--- src/rtl/swire_out_ctl.sv ---
module swire_out_ctl #(
  parameter int CNT_W = 6,
  parameter int TMR_W = 16
) (
  input  logic             clk,
  input  logic             rst_n,
  input  logic             ctl_in,
  input  logic [TMR_W-1:0] tlat_cycles,
  output logic [6:0]       out_en
);
  localparam logic [CNT_W-1:0] CNT_MAX  = {CNT_W{1'b1}};
  localparam logic [CNT_W-1:0] ADDR_ONE = CNT_W'(34);
  localparam logic [CNT_W-1:0] ADDR_MAP = CNT_W'(33);
  localparam logic [6:0]       DEF_GRP  = 7'b1111100;

  logic [2:0]       sync_q;
  logic [CNT_W-1:0] cnt;
  logic [TMR_W-1:0] tmr;
  logic             active, fresh, data_ph, sel_one;
  logic [6:0]       data_mask;

  wire edge_det  = sync_q[1] & ~sync_q[2];
  wire tmo       = (tmr >= tlat_cycles);
  wire burst_end = active & ~edge_det & tmo;

  always_comb begin
    data_mask = '0;
    if (sel_one) begin
      if (cnt == CNT_W'(32)) data_mask[0] = 1'b1;
    end else begin
      case (cnt)
        CNT_W'(32): data_mask[1] = 1'b1;
        CNT_W'(16): data_mask[2] = 1'b1;
        CNT_W'(8):  data_mask[3] = 1'b1;
        CNT_W'(4):  data_mask[4] = 1'b1;
        CNT_W'(2):  data_mask[5] = 1'b1;
        CNT_W'(1):  data_mask[6] = 1'b1;
        default:    data_mask    = '0;
      endcase
    end
  end

  always_ff @(posedge clk) begin
    if (!rst_n) begin
      sync_q  <= '0;
      cnt     <= '0;
      tmr     <= '0;
      active  <= 1'b0;
      fresh   <= 1'b1;
      data_ph <= 1'b0;
      sel_one <= 1'b0;
      out_en  <= '0;
    end else begin
      sync_q <= {sync_q[1:0], ctl_in};
      if (edge_det) begin
        cnt    <= (cnt == CNT_MAX) ? cnt : cnt + 1'b1;
        tmr    <= '0;
        active <= 1'b1;
        fresh  <= 1'b0;
        if (fresh && tmo) out_en <= out_en | DEF_GRP;
      end else begin
        if (!tmo) tmr <= tmr + 1'b1;
        if (burst_end) begin
          cnt    <= '0;
          active <= 1'b0;
          if (!data_ph) begin
            if (cnt == ADDR_ONE) begin
              data_ph <= 1'b1;
              sel_one <= 1'b1;
            end else if (cnt == ADDR_MAP) begin
              data_ph <= 1'b1;
              sel_one <= 1'b0;
            end
          end else begin
            data_ph <= 1'b0;
            out_en  <= out_en | data_mask;
          end
        end
      end
    end
  end
endmodule


--- config.mk ---
export PLATFORM = sky130hd
export DESIGN_NAME = swire_out_ctl
export DESIGN_NICKNAME = d
export VERILOG_FILES = /design/src/rtl/swire_out_ctl.sv
export SDC_FILE = /design/constraint.sdc
export NUM_CORES = 1
export LEC_CHECK = 0
export BUFFER_PORTS_ARGS = -buffer_cell sky130_fd_sc_hd__buf_2
export CAP_MARGIN = 5
export CORE_ASPECT_RATIO = 0.5
export CORE_MARGIN = 8
export CORE_UTILIZATION = 30
export DETAILED_ROUTE_END_ITERATION = 16
export HOLD_SLACK_MARGIN = 0.12
export PLACE_DENSITY = 0.58
export SLEW_MARGIN = 5
export SYNTH_ARGS = -nofsm -noshare
export SYNTH_HDL_FRONTEND = slang
export SYNTH_SLANG_ARGS = --single-unit
--- constraint.sdc ---
create_clock -name clk -period 2.1 [get_ports clk]
set_clock_uncertainty 0.05 [all_clocks]
set_input_delay 0.21 -clock clk [delete_from_list [all_inputs] [get_ports clk]]
set_output_delay 0.21 -clock clk [all_outputs]
set_load 0.03 [all_outputs]
Word level (Yosys, flattened, before mapping)
Cells that the tools add are included.
Word-level totals
  bits in registers: 36
  latch bits: 0
  memory bits (writable): 0
  bits in read-only memories: 0
  input port bits: 19
  output and inout port bits: 7
  word-level logic and storage cells: 63
  memories: 0
Operators by class
  $add $sub $neg: 2
  $mul: 0
  divide/modulo/power cells: 0
  magnitude comparators: 1
  eq/ne operators: 11
  shifts and indexed selects: 0
  mux-type cells: 22
  bitwise operators: 8
  reductions and logical operators: 10
Operators with widths (number)
  $mux W7: 4
  $eq A6 B6 Y1 const B: 4
  $mux W6: 4
  $add A16 B1 Y16 const B: 1
  $ge A16 B16 Y1: 1
  $mux W1: 14
  $or A7 B7 Y7: 1
  $add A6 B1 Y6 const B: 1
  $eq A6 B1 Y1 const B: 1
  $eq A6 B2 Y1 const B: 1
  $eq A6 B3 Y1 const B: 1
  $eq A6 B4 Y1 const B: 1
  $eq A6 B5 Y1 const B: 1
  $reduce_and A3 Y1: 2
  $reduce_bool A2 Y1: 3
  $not A1 Y1: 4
  $reduce_and A2 Y1: 2
  $reduce_and A4 Y1: 1
  $and A1 B1 Y1: 3
  $ne A2 B1 Y1 const B: 1
  $ne A2 B2 Y1 const B: 1
  $reduce_or A2 Y1: 1
  $logic_and A1 B1 Y1: 1

Logic depth before layout (Yosys ltp)
Gate-level depths: netlist of run 1.
  depth after elaboration: 7
  gate-level depth with buffers: 10
  gate-level depth less buffers: 8

Least setup slack after synthesis of run 1
OpenSTA, ideal clock, no wires.
  kind: flip-flop to flip-flop
  start point: register tmr[13]
  end point: register out_en[1]
  setup time: 0.084 ns
  arrival: 2.164 ns
  data required time: 1.966 ns
  setup slack: -0.198 ns
  stages on the path, launching flop included: 8
  buffers on the path: 1
  clock period less this slack: 2.298 ns
  cells stage by stage: dfxtp_1 -> ha_1 -> nand4_2 -> a2111oi_4 -> a21oi_2 -> buf_6 -> or4_4 -> o31ai_4
Between the ends
  word-level cells in the longest chain between the ends: 3
RTL lines
  start, declared: line 18  | logic [TMR_W-1:0] tmr;
  start signal, assigned: line 62  | if (!tmo) tmr <= tmr + 1'b1;
  $ge A16 B16 Y1: line 23  | wire tmo = (tmr >= tlat_cycles);
  $and A1 B1 Y1: line 24  | wire burst_end = active & ~edge_det & tmo;
  $reduce_and A3 Y1 (no source line)
  end signal, assigned: line 60  | if (fresh && tmo) out_en <= out_en | DEF_GRP;
  end signal, assigned: line 76  | out_en <= out_en | data_mask;
  end, declared: line 9  | output logic [6:0] out_en
Every way passes these cells.
A chain may end at the register's enable or synchronous reset.

Worst setup path after layout of run 1
  start point: register tmr[7]
  end point: register out_en[1]
The elaborated chain is that of the path after synthesis.

==> summary.txt, run 1 <==
Floorplan
  – DIE HEIGHT: around 76 µm
  – Core area: 6805 µm²
  – Die X: between 100 and 150 µm
  – Num rows: 21
  – Die area: just over 10000 µm²
  – Num ports: 26
  – Starting density of the core: a little under a third

CTS
  – Clk slew on worst S/H paths: ~0.060 ns
  – Root buf cell: clkbuf_16
  – Clock latency on the worst-skew pair: ~0.28 ns
  – H-tree levels: 2
  – CTS tree: built
  – CTS Buf Count: 5
  – Clock Path Buffers: 2
  – Clock Sinks: 36

Layout
  – Layout cells sized above 1: between 30% and 40%
  – Footprint of the multi-input gates: around 1500 µm²
  – Fillers: ~670
  – Post-route insts no fill: between 400 and 500
  – Core Util, Final: between 40% and 50%
  – Most common cell after layout, fill and taps aside: buf_4
  – Commonest non-fill, non-tap cells in the layout: 39 x buf_4, 28 x dfxtp_1, 26 x nor2_1, 26 x nand2_1, 25 x buf_2
  – Layout area overhead: 41.75%
  – Nets: approximately 360
  – Reg area: between 700 and 800 µm²
  – Diode count: 0

Synth
  – Syn Nets: approximately 300
  – Compound-gate portion of the synthesized area: 21.99%
  – Largest family of logic cells by synthesized area: compound AO/OA/AOI/OAI gates
  – Average size of a mapped cell: ~8.3 µm²
  – Xor and xnor fraction of the mapped netlist area: between 3 and 4%
  – Cell Area, Synth: around 2100 µm²
  – Synth Register Bits: 36
  – Primary FF master, synth: dfxtp_1
  – Adder-Cell Fraction of Synth Area: between 10% and 20%
  – Post-synth EDFFs: 0
  – Multiplexer share of the synthesized area: 1.404%
  – Simple-gate share of the synthesized area: 21.17%
  – Yosys warning count: 0
  – Seq/Total Area, Yosys: about a third
  – Synth unique cells: 45
  – Post-synthesis cell count: ~260
  – Ys async rst share: 0%

Power
  – Clock network power share: 46.1%
  – Max VDD drop: 0.0003056 V
  – Combinational power share: 10.5%
  – Power Density: 530.5 nW/µm²
  – Sequential share of power: 43.5%
  – Leak pwr: 1.336 nW
  – Int Power: about 1.2 mW
  – Psw: around 0.37 mW
  – Switching Share: a little under a quarter
  – Total power: roughly 1.6 mW

Outcome
  – Failing checks: negative setup slack
  – Run status: finished with violations

Global routing
  – Pin count of the biggest net entering global routing: 18
  – Overflow after GRT: 0
  – Initial antenna violation count: 0
  – Overall global routing resource usage: 11.04%
  – Vias in the first global route: about 2000
  – First-pass GRT wire length: around 9100 µm

STA
  – Worst slew margin: roughly two thirds
  – Final min period: between 2 and 2.5 ns
  – Post-route clock period utilization: 105.7%
  – Maximum operating frequency: 450.4 MHz
  – Fin. Hold Viols: 0
  – Final setup fails: 10
  – Worst hold slack: around 0.22 ns
  – Pins over their slew limit: 0
  – Tightest Pin Transition: 0.4719 ns
  – Worst setup margin: -0.1204 ns
  – RSZ-0062 raised after global routing: yes

Worst setup path
  – Critical Path Start Type: register
  – Top delay family on crit path: compound AO/OA/AOI/OAI gates
  – Buffers plus inverters on the worst setup path: 1
  – CP Max Fanout: 4
  – Max stage delay cell, worst path: or4_4
  – Cells along the critical path: ha_4 -> o211ai_1 -> a2111oi_4 -> a21oi_2 -> buf_6 -> or4_4 -> o31ai_4
  – CP peak stage delay: around 0.50 ns
  – Critical path endpoint category: register
  – Arr. time, crit path: 2.37 ns
  – Crit path kind: register to register
  – Req. time, crit path: around 2.3 ns

Placement
  – Placed Cells incl. Taps: slightly below 400
  – Port buffer count: 25
  – Dpl hpwl: 4037 µm
  – Place WS: -0.2153 ns
  – GPL Wtd Cong: between 0.8 and 0.9

Drt
  – Via count: between 2000 and 2500
  – Drt first-iter violations: 120
  – TritonRoute pass-1 iters: 4
  – Routed length per instance: 13.17 µm
  – Post-DR vias/cell: between 4 and 5
  – ANT nets after route: 0
  – DRC: 0
  – Met3 routed WL: 250 µm
  – Met1 wire length: approximately 2500 µm
  – Highest routed metal layer: met4
  – Final wirelength: around 5500 µm
  – DR WL met2: 2637 µm

Job
  – Max Cap Violations: 0

Hold path
  – HP Class: input pin to register
==> worst reg2reg max path: stages (launching register included) <==
cell	delay, ns
dfxtp_2	0.33
ha_4	0.26
o211ai_1	0.13
a2111oi_4	0.42
a21oi_2	0.13
buf_6	0.14
or4_4	0.50
o31ai_4	0.17
==> sequential cells by signal, indices dropped and copies added, names as in the netlist <==
signal	cells
active	1
sel_one	1
cnt	6
fresh	1
out_en	7
tmr	16
sync_q	3
data_ph	1
==> layout make-up <==
| class | count | share of cell area, % |
|---|---|---|
| Clock buffer | 6 | 4.579 |
| Clock inverter | 2 | 0.3300 |
| Inverter | 24 | 2.970 |
| Multi-Input combinational cell | 189 | 49.38 |
| Sequential cell | 36 | 24.09 |
| Tap cell | 92 | 3.795 |
| Timing Repair Buffer | 67 | 14.85 |
==> cells in the mapped netlist, types with 2 or more instances <==
| cell type | n | area share, % |
|---|---|---|
| o21ai_0 | 5 | 1.2 |
| o21a_1 | 3 | 1.1 |
| and3_1 | 4 | 1.2 |
| or4_1 | 3 | 1.1 |
| a21o_1 | 4 | 1.4 |
| nand3_1 | 5 | 1.2 |
| nand2b_1 | 2 | 0.58 |
| o21ai_1 | 2 | 0.47 |
| o31ai_1 | 3 | 1.1 |
| ha_1 | 21 | 12 |
| inv_1 | 23 | 4.0 |
| or3_1 | 2 | 0.58 |
| dfxtp_1 | 36 | 34 |
| nand4_1 | 10 | 2.9 |
| a21oi_1 | 17 | 4.0 |
| xnor2_1 | 7 | 2.9 |
| a31oi_1 | 5 | 1.5 |
| and2_1 | 6 | 1.8 |
| a31o_2 | 2 | 0.82 |
| clkbuf_1 | 7 | 1.2 |
| a2111oi_0 | 4 | 1.6 |
| mux2i_1 | 3 | 1.4 |
| a41o_1 | 2 | 0.94 |
| nor2_1 | 26 | 4.6 |
| o211ai_1 | 6 | 2.1 |
| a211o_1 | 2 | 0.82 |
| nand2_1 | 27 | 4.7 |
| nor3_1 | 4 | 0.94 |
==> metal layers <==
metal  vias to the layer above  track usage, %
li1                       1050               -
met1                       967           13.24
met2                        54           19.51
met3                         8           2.566
met4                         0           3.537
met5                         -               0
==> power by group through the flow <==
stage / logic, mW / clock network [mW] / registers [mW]
after floorplan: 0.0836 / 0 / 0.716
after global placement: 0.134 / 0 / 0.714
after detailed placement: 0.138 / 0 / 0.714
after CTS: 0.149 / 0.754 / 0.699
after global routing: 0.190 / 0.802 / 0.700
final: 0.168 / 0.741 / 0.699
==> per-stage QoR <==
step | area (µm²) | setup TNS, ns
3_5_place_dp | 2620 | -1.803
4_1_cts | 2885 | -0.7784
5_1_grt | 3033 | -2.402
3_3_place_gp | 2620 | -2.396
6_report | 3033 | -0.6497
2_1_floorplan | 2183 | -0.1183
==> what timing repair did <==
| action | in CTS | in global routing |
|---|---|---|
| buffers inserted | 4 | 5 |
| setup endpoints to repair | 20 | 28 |
| hold buffers | 1 | 0 |
| resized for setup | 19 | 18 |
| pin swaps | 8 | 2 |
| endpoints found under the hold margin | 1 | 0 |
| cloned | 0 | 0 |
==> logic make-up after synthesis <==
group | after synthesis
buf+inv | 33
fa+ha+maj | 21
simple gates | 93
flops | 36
compound gates | 64
xor+xnor | 8
mux | 3
==> worst paths after layout <==
path / slack (ns) / end / depth (start not counted) / from
setup / recovery: -0.12 / out_en[1] / 7 / tmr[7]
hold / removal: 0.22 / fresh / 2 / rst_n
setup reg to reg: -0.12 / out_en[1] / 7 / tmr[7]
hold reg to reg: 0.39 / sync_q[1] / 1 / sync_q[0]
No activity file was read; power rests on OpenSTA's default activity.
==> run 2: changes to the inputs <==
--- a/config.mk
+++ b/config.mk
@@ -7,7 +7,7 @@
 export LEC_CHECK = 0
 export BUFFER_PORTS_ARGS = -buffer_cell sky130_fd_sc_hd__buf_2
 export CAP_MARGIN = 5
-export CORE_ASPECT_RATIO = 0.5
+export CORE_ASPECT_RATIO = 1.25
 export CORE_MARGIN = 8
 export CORE_UTILIZATION = 30
 export DETAILED_ROUTE_END_ITERATION = 16
==> summary.txt, run 2 (synthesis results as in run 1) <==
Outcome
  – Run status: finished with violations (unchanged)
  – Failing checks: negative setup slack (unchanged)

Drt
  – Post-DR vias/cell: 4.931 (was 4.998)
  – ANT nets after route: 0 (unchanged)
  – Drt first-iter violations: 60 (was 120)
  – DRC: 0 (unchanged)
  – Routed length per instance: 12.75 µm (was 13.17 µm)
  – TritonRoute pass-1 iters: 4 (unchanged)
  – Via count: 2012 (was 2079)
  – Final wirelength: 5202 µm (was 5477 µm)

Global routing
  – Pin count of the biggest net entering global routing: 18 (unchanged)
  – Overflow after GRT: 0 (unchanged)
  – Initial antenna violation count: 0 (unchanged)
  – First-pass GRT wire length: 8528 µm (was 9108 µm)
  – Vias in the first global route: 1936 (was 2023)
  – Overall global routing resource usage: 9.997% (was 11.04%)

Placement
  – GPL Wtd Cong: 0.8623 (was 0.8678)
  – Port buffer count: 25 (unchanged)
  – Dpl hpwl: 4057 µm (was 4037 µm)
  – Placed Cells incl. Taps: 398 (unchanged)
  – Place WS: -0.1821 ns (was -0.2153 ns)
  – Placed Area: 2633 µm² (was 2620 µm²)

STA
  – Final setup fails: 5 (was 10)
  – Tightest Pin Transition: 0.5067 ns (was 0.4719 ns)
  – Worst setup margin: -0.08312 ns (was -0.1204 ns)
  – Pins over their slew limit: 0 (unchanged)
  – Post-route clock period utilization: 104.0% (was 105.7%)
  – RSZ-0062 raised after global routing: yes (unchanged)
  – Worst slew margin: 66.22% (was 68.54%)
  – Fin. Hold Viols: 0 (unchanged)
  – Maximum operating frequency: 458.1 MHz (was 450.4 MHz)
  – Final min period: 2.183 ns (was 2.220 ns)
  – Setup TNS: -0.2004 ns (was -0.6497 ns)

Power
  – Leak pwr: 1.269 nW (was 1.336 nW)
  – Psw: 0.3400 mW (was 0.3703 mW)
  – Switching Share: 24.76% (was 23.01%)
  – Int Power: 1.033 mW (was 1.239 mW)
  – Combinational power share: 12.0% (was 10.5%)
  – Clock network power share: 37.2% (was 46.1%)
  – Power Density: 470.1 nW/µm² (was 530.5 nW/µm²)
  – Sequential share of power: 50.8% (was 43.5%)
  – Max VDD drop: 0.0002912 V (was 0.0003056 V)

Layout
  – Diode count: 0 (unchanged)
  – Layout cells sized above 1: 34.91% (was 35.49%)
  – Post-route insts no fill: 408 (was 416)
  – Core Util, Final: 42.13% (was 44.57%)
  – Biggest regs: tmr: 16 flops, out_en: 7 flops, cnt: 6 flops (unchanged)
  – Most common cell after layout, fill and taps aside: buf_4 (unchanged)
  – Final instance area: 2922 µm² (was 3033 µm²)
  – Reg with most FFs: tmr (unchanged)
  – Reg area: 734.5 µm² (was 730.7 µm²)
  – Layout area overhead: 36.55% (was 41.75%)
  – Number of flip-flops in the largest register: 16 (unchanged)
  – Fillers: 701 (was 671)
  – Nets: 357 (was 363)
  – Footprint of the multi-input gates: 1493 µm² (was 1498 µm²)
  – Commonest non-fill, non-tap cells in the layout: 35 x buf_4, 27 x dfxtp_1, 26 x nor2_1 (was 39 x buf_4, 28 x dfxtp_1, 26 x nor2_1, 26 x nand2_1, 25 x buf_2)

CTS
  – CTS tree: built (unchanged)
  – H-tree levels: 2 (unchanged)
  – Root buf cell: clkbuf_8 (was clkbuf_16)
  – Clock Sinks: 36 (unchanged)
  – Clock Path Buffers: 2 (unchanged)
  – CTS Buf Count: 5 (unchanged)
  – Clock latency on the worst-skew pair: 0.29 ns (was 0.28 ns)
  – Clk slew on worst S/H paths: 0.08 ns (was 0.06 ns)

Floorplan
  – Num rows: 34 (was 21)
  – Die X: 91.54 µm (was 135.4 µm)
  – Die area: 10110 µm² (was 10250 µm²)
  – Starting density of the core: 30.86% (was 31.44%)
  – Core area: 6934 µm² (was 6805 µm²)
  – DIE HEIGHT: 110.4 µm (was 75.72 µm)
  – Num ports: 26 (unchanged)

Worst setup path
  – Critical path endpoint category: register (unchanged)
  – CP Max Fanout: 5 (was 4)
  – Crit path kind: register to register (unchanged)
  – R2R Setup Slk: -0.08 ns (was -0.12 ns)
  – Arr. time, crit path: 2.34 ns (was 2.37 ns)
  – Req. time, crit path: 2.26 ns (was 2.25 ns)
  – Critical Path Start Type: register (unchanged)

Job
  – Max Cap Violations: 0 (unchanged)

Hold path
  – HP Class: input pin to register (unchanged)
==> run 2: cell types whose count changed in the layout (fill, tap and decap cells not counted), moves of 2 or more <==
cell	change
clkbuf_16	-5
clkbuf_8	+5
buf_4	-4
a2111oi_0	+2
a2111oi_2	-2
a21oi_1	-2
a21oi_2	+2
buf_6	-2
clkinv_2	-2
ha_1	-2
ha_4	+2
==> run 2: path summary, 6_finish.rpt <==
kind | cells after the start | endpoint | startpoint
min reg2reg | 1 | sync_q[1] | sync_q[0]
max | 7 | out_en[1] | tmr[7]
max reg2reg | 7 | out_en[1] | tmr[7]
min | 2 | fresh | rst_n
==> run 2: per-stage QoR <==
stage	hold slack, ns	power, mW
2_1_floorplan	0.2873	0.7992
3_3_place_gp	0.3627	0.8492
3_5_place_dp	0.3696	0.8540
4_1_cts	0.1893	1.382
5_1_grt	0.2050	1.445
6_report	0.1908	1.373
==> run 2: final cells by class <==
type	count	area share, %
inverter	24	3.084
clock buffer	7	2.955
sequential	36	25.14
tap	90	3.854
timing repair buffer	61	13.62
clock inverter	1	0.2570
multi-input combinational	189	51.09
==> run 2: repair_timing <==
action,CTS,global route
hold buffers,1,0
buffers inserted,0,2
pin swaps,6,7
hold endpoints to repair,1,0
setup endpoints to repair,23,26
resized for setup,9,25
==> run 2: power groups by stage <==
stage / clock, mW / combinational (mW) / sequential [mW]
after floorplan: 0 / 0.0836 / 0.716
after global placement: 0 / 0.135 / 0.714
after detailed placement: 0 / 0.140 / 0.714
after CTS: 0.532 / 0.151 / 0.699
after global routing: 0.563 / 0.184 / 0.699
final: 0.511 / 0.164 / 0.698
==> run 2: metal layers <==
metal  part of all wire, %  GRT usage (%)  vias up
met5                     0              0        -
met4                  0.73          2.410        0
met3                   3.6          2.642        4
met2                    52          18.49       27
met1                    43          10.83      938
li1                      -              -     1043
==> run 2: critical path: stages, from the launching register on <==
cell and delay, ns:
dfxtp_2 0.34, ha_4 0.27, o211ai_1 0.12, a2111oi_4 0.35, a21oi_2 0.12, buf_4 0.16
or4_4 0.51, o31ai_4 0.17
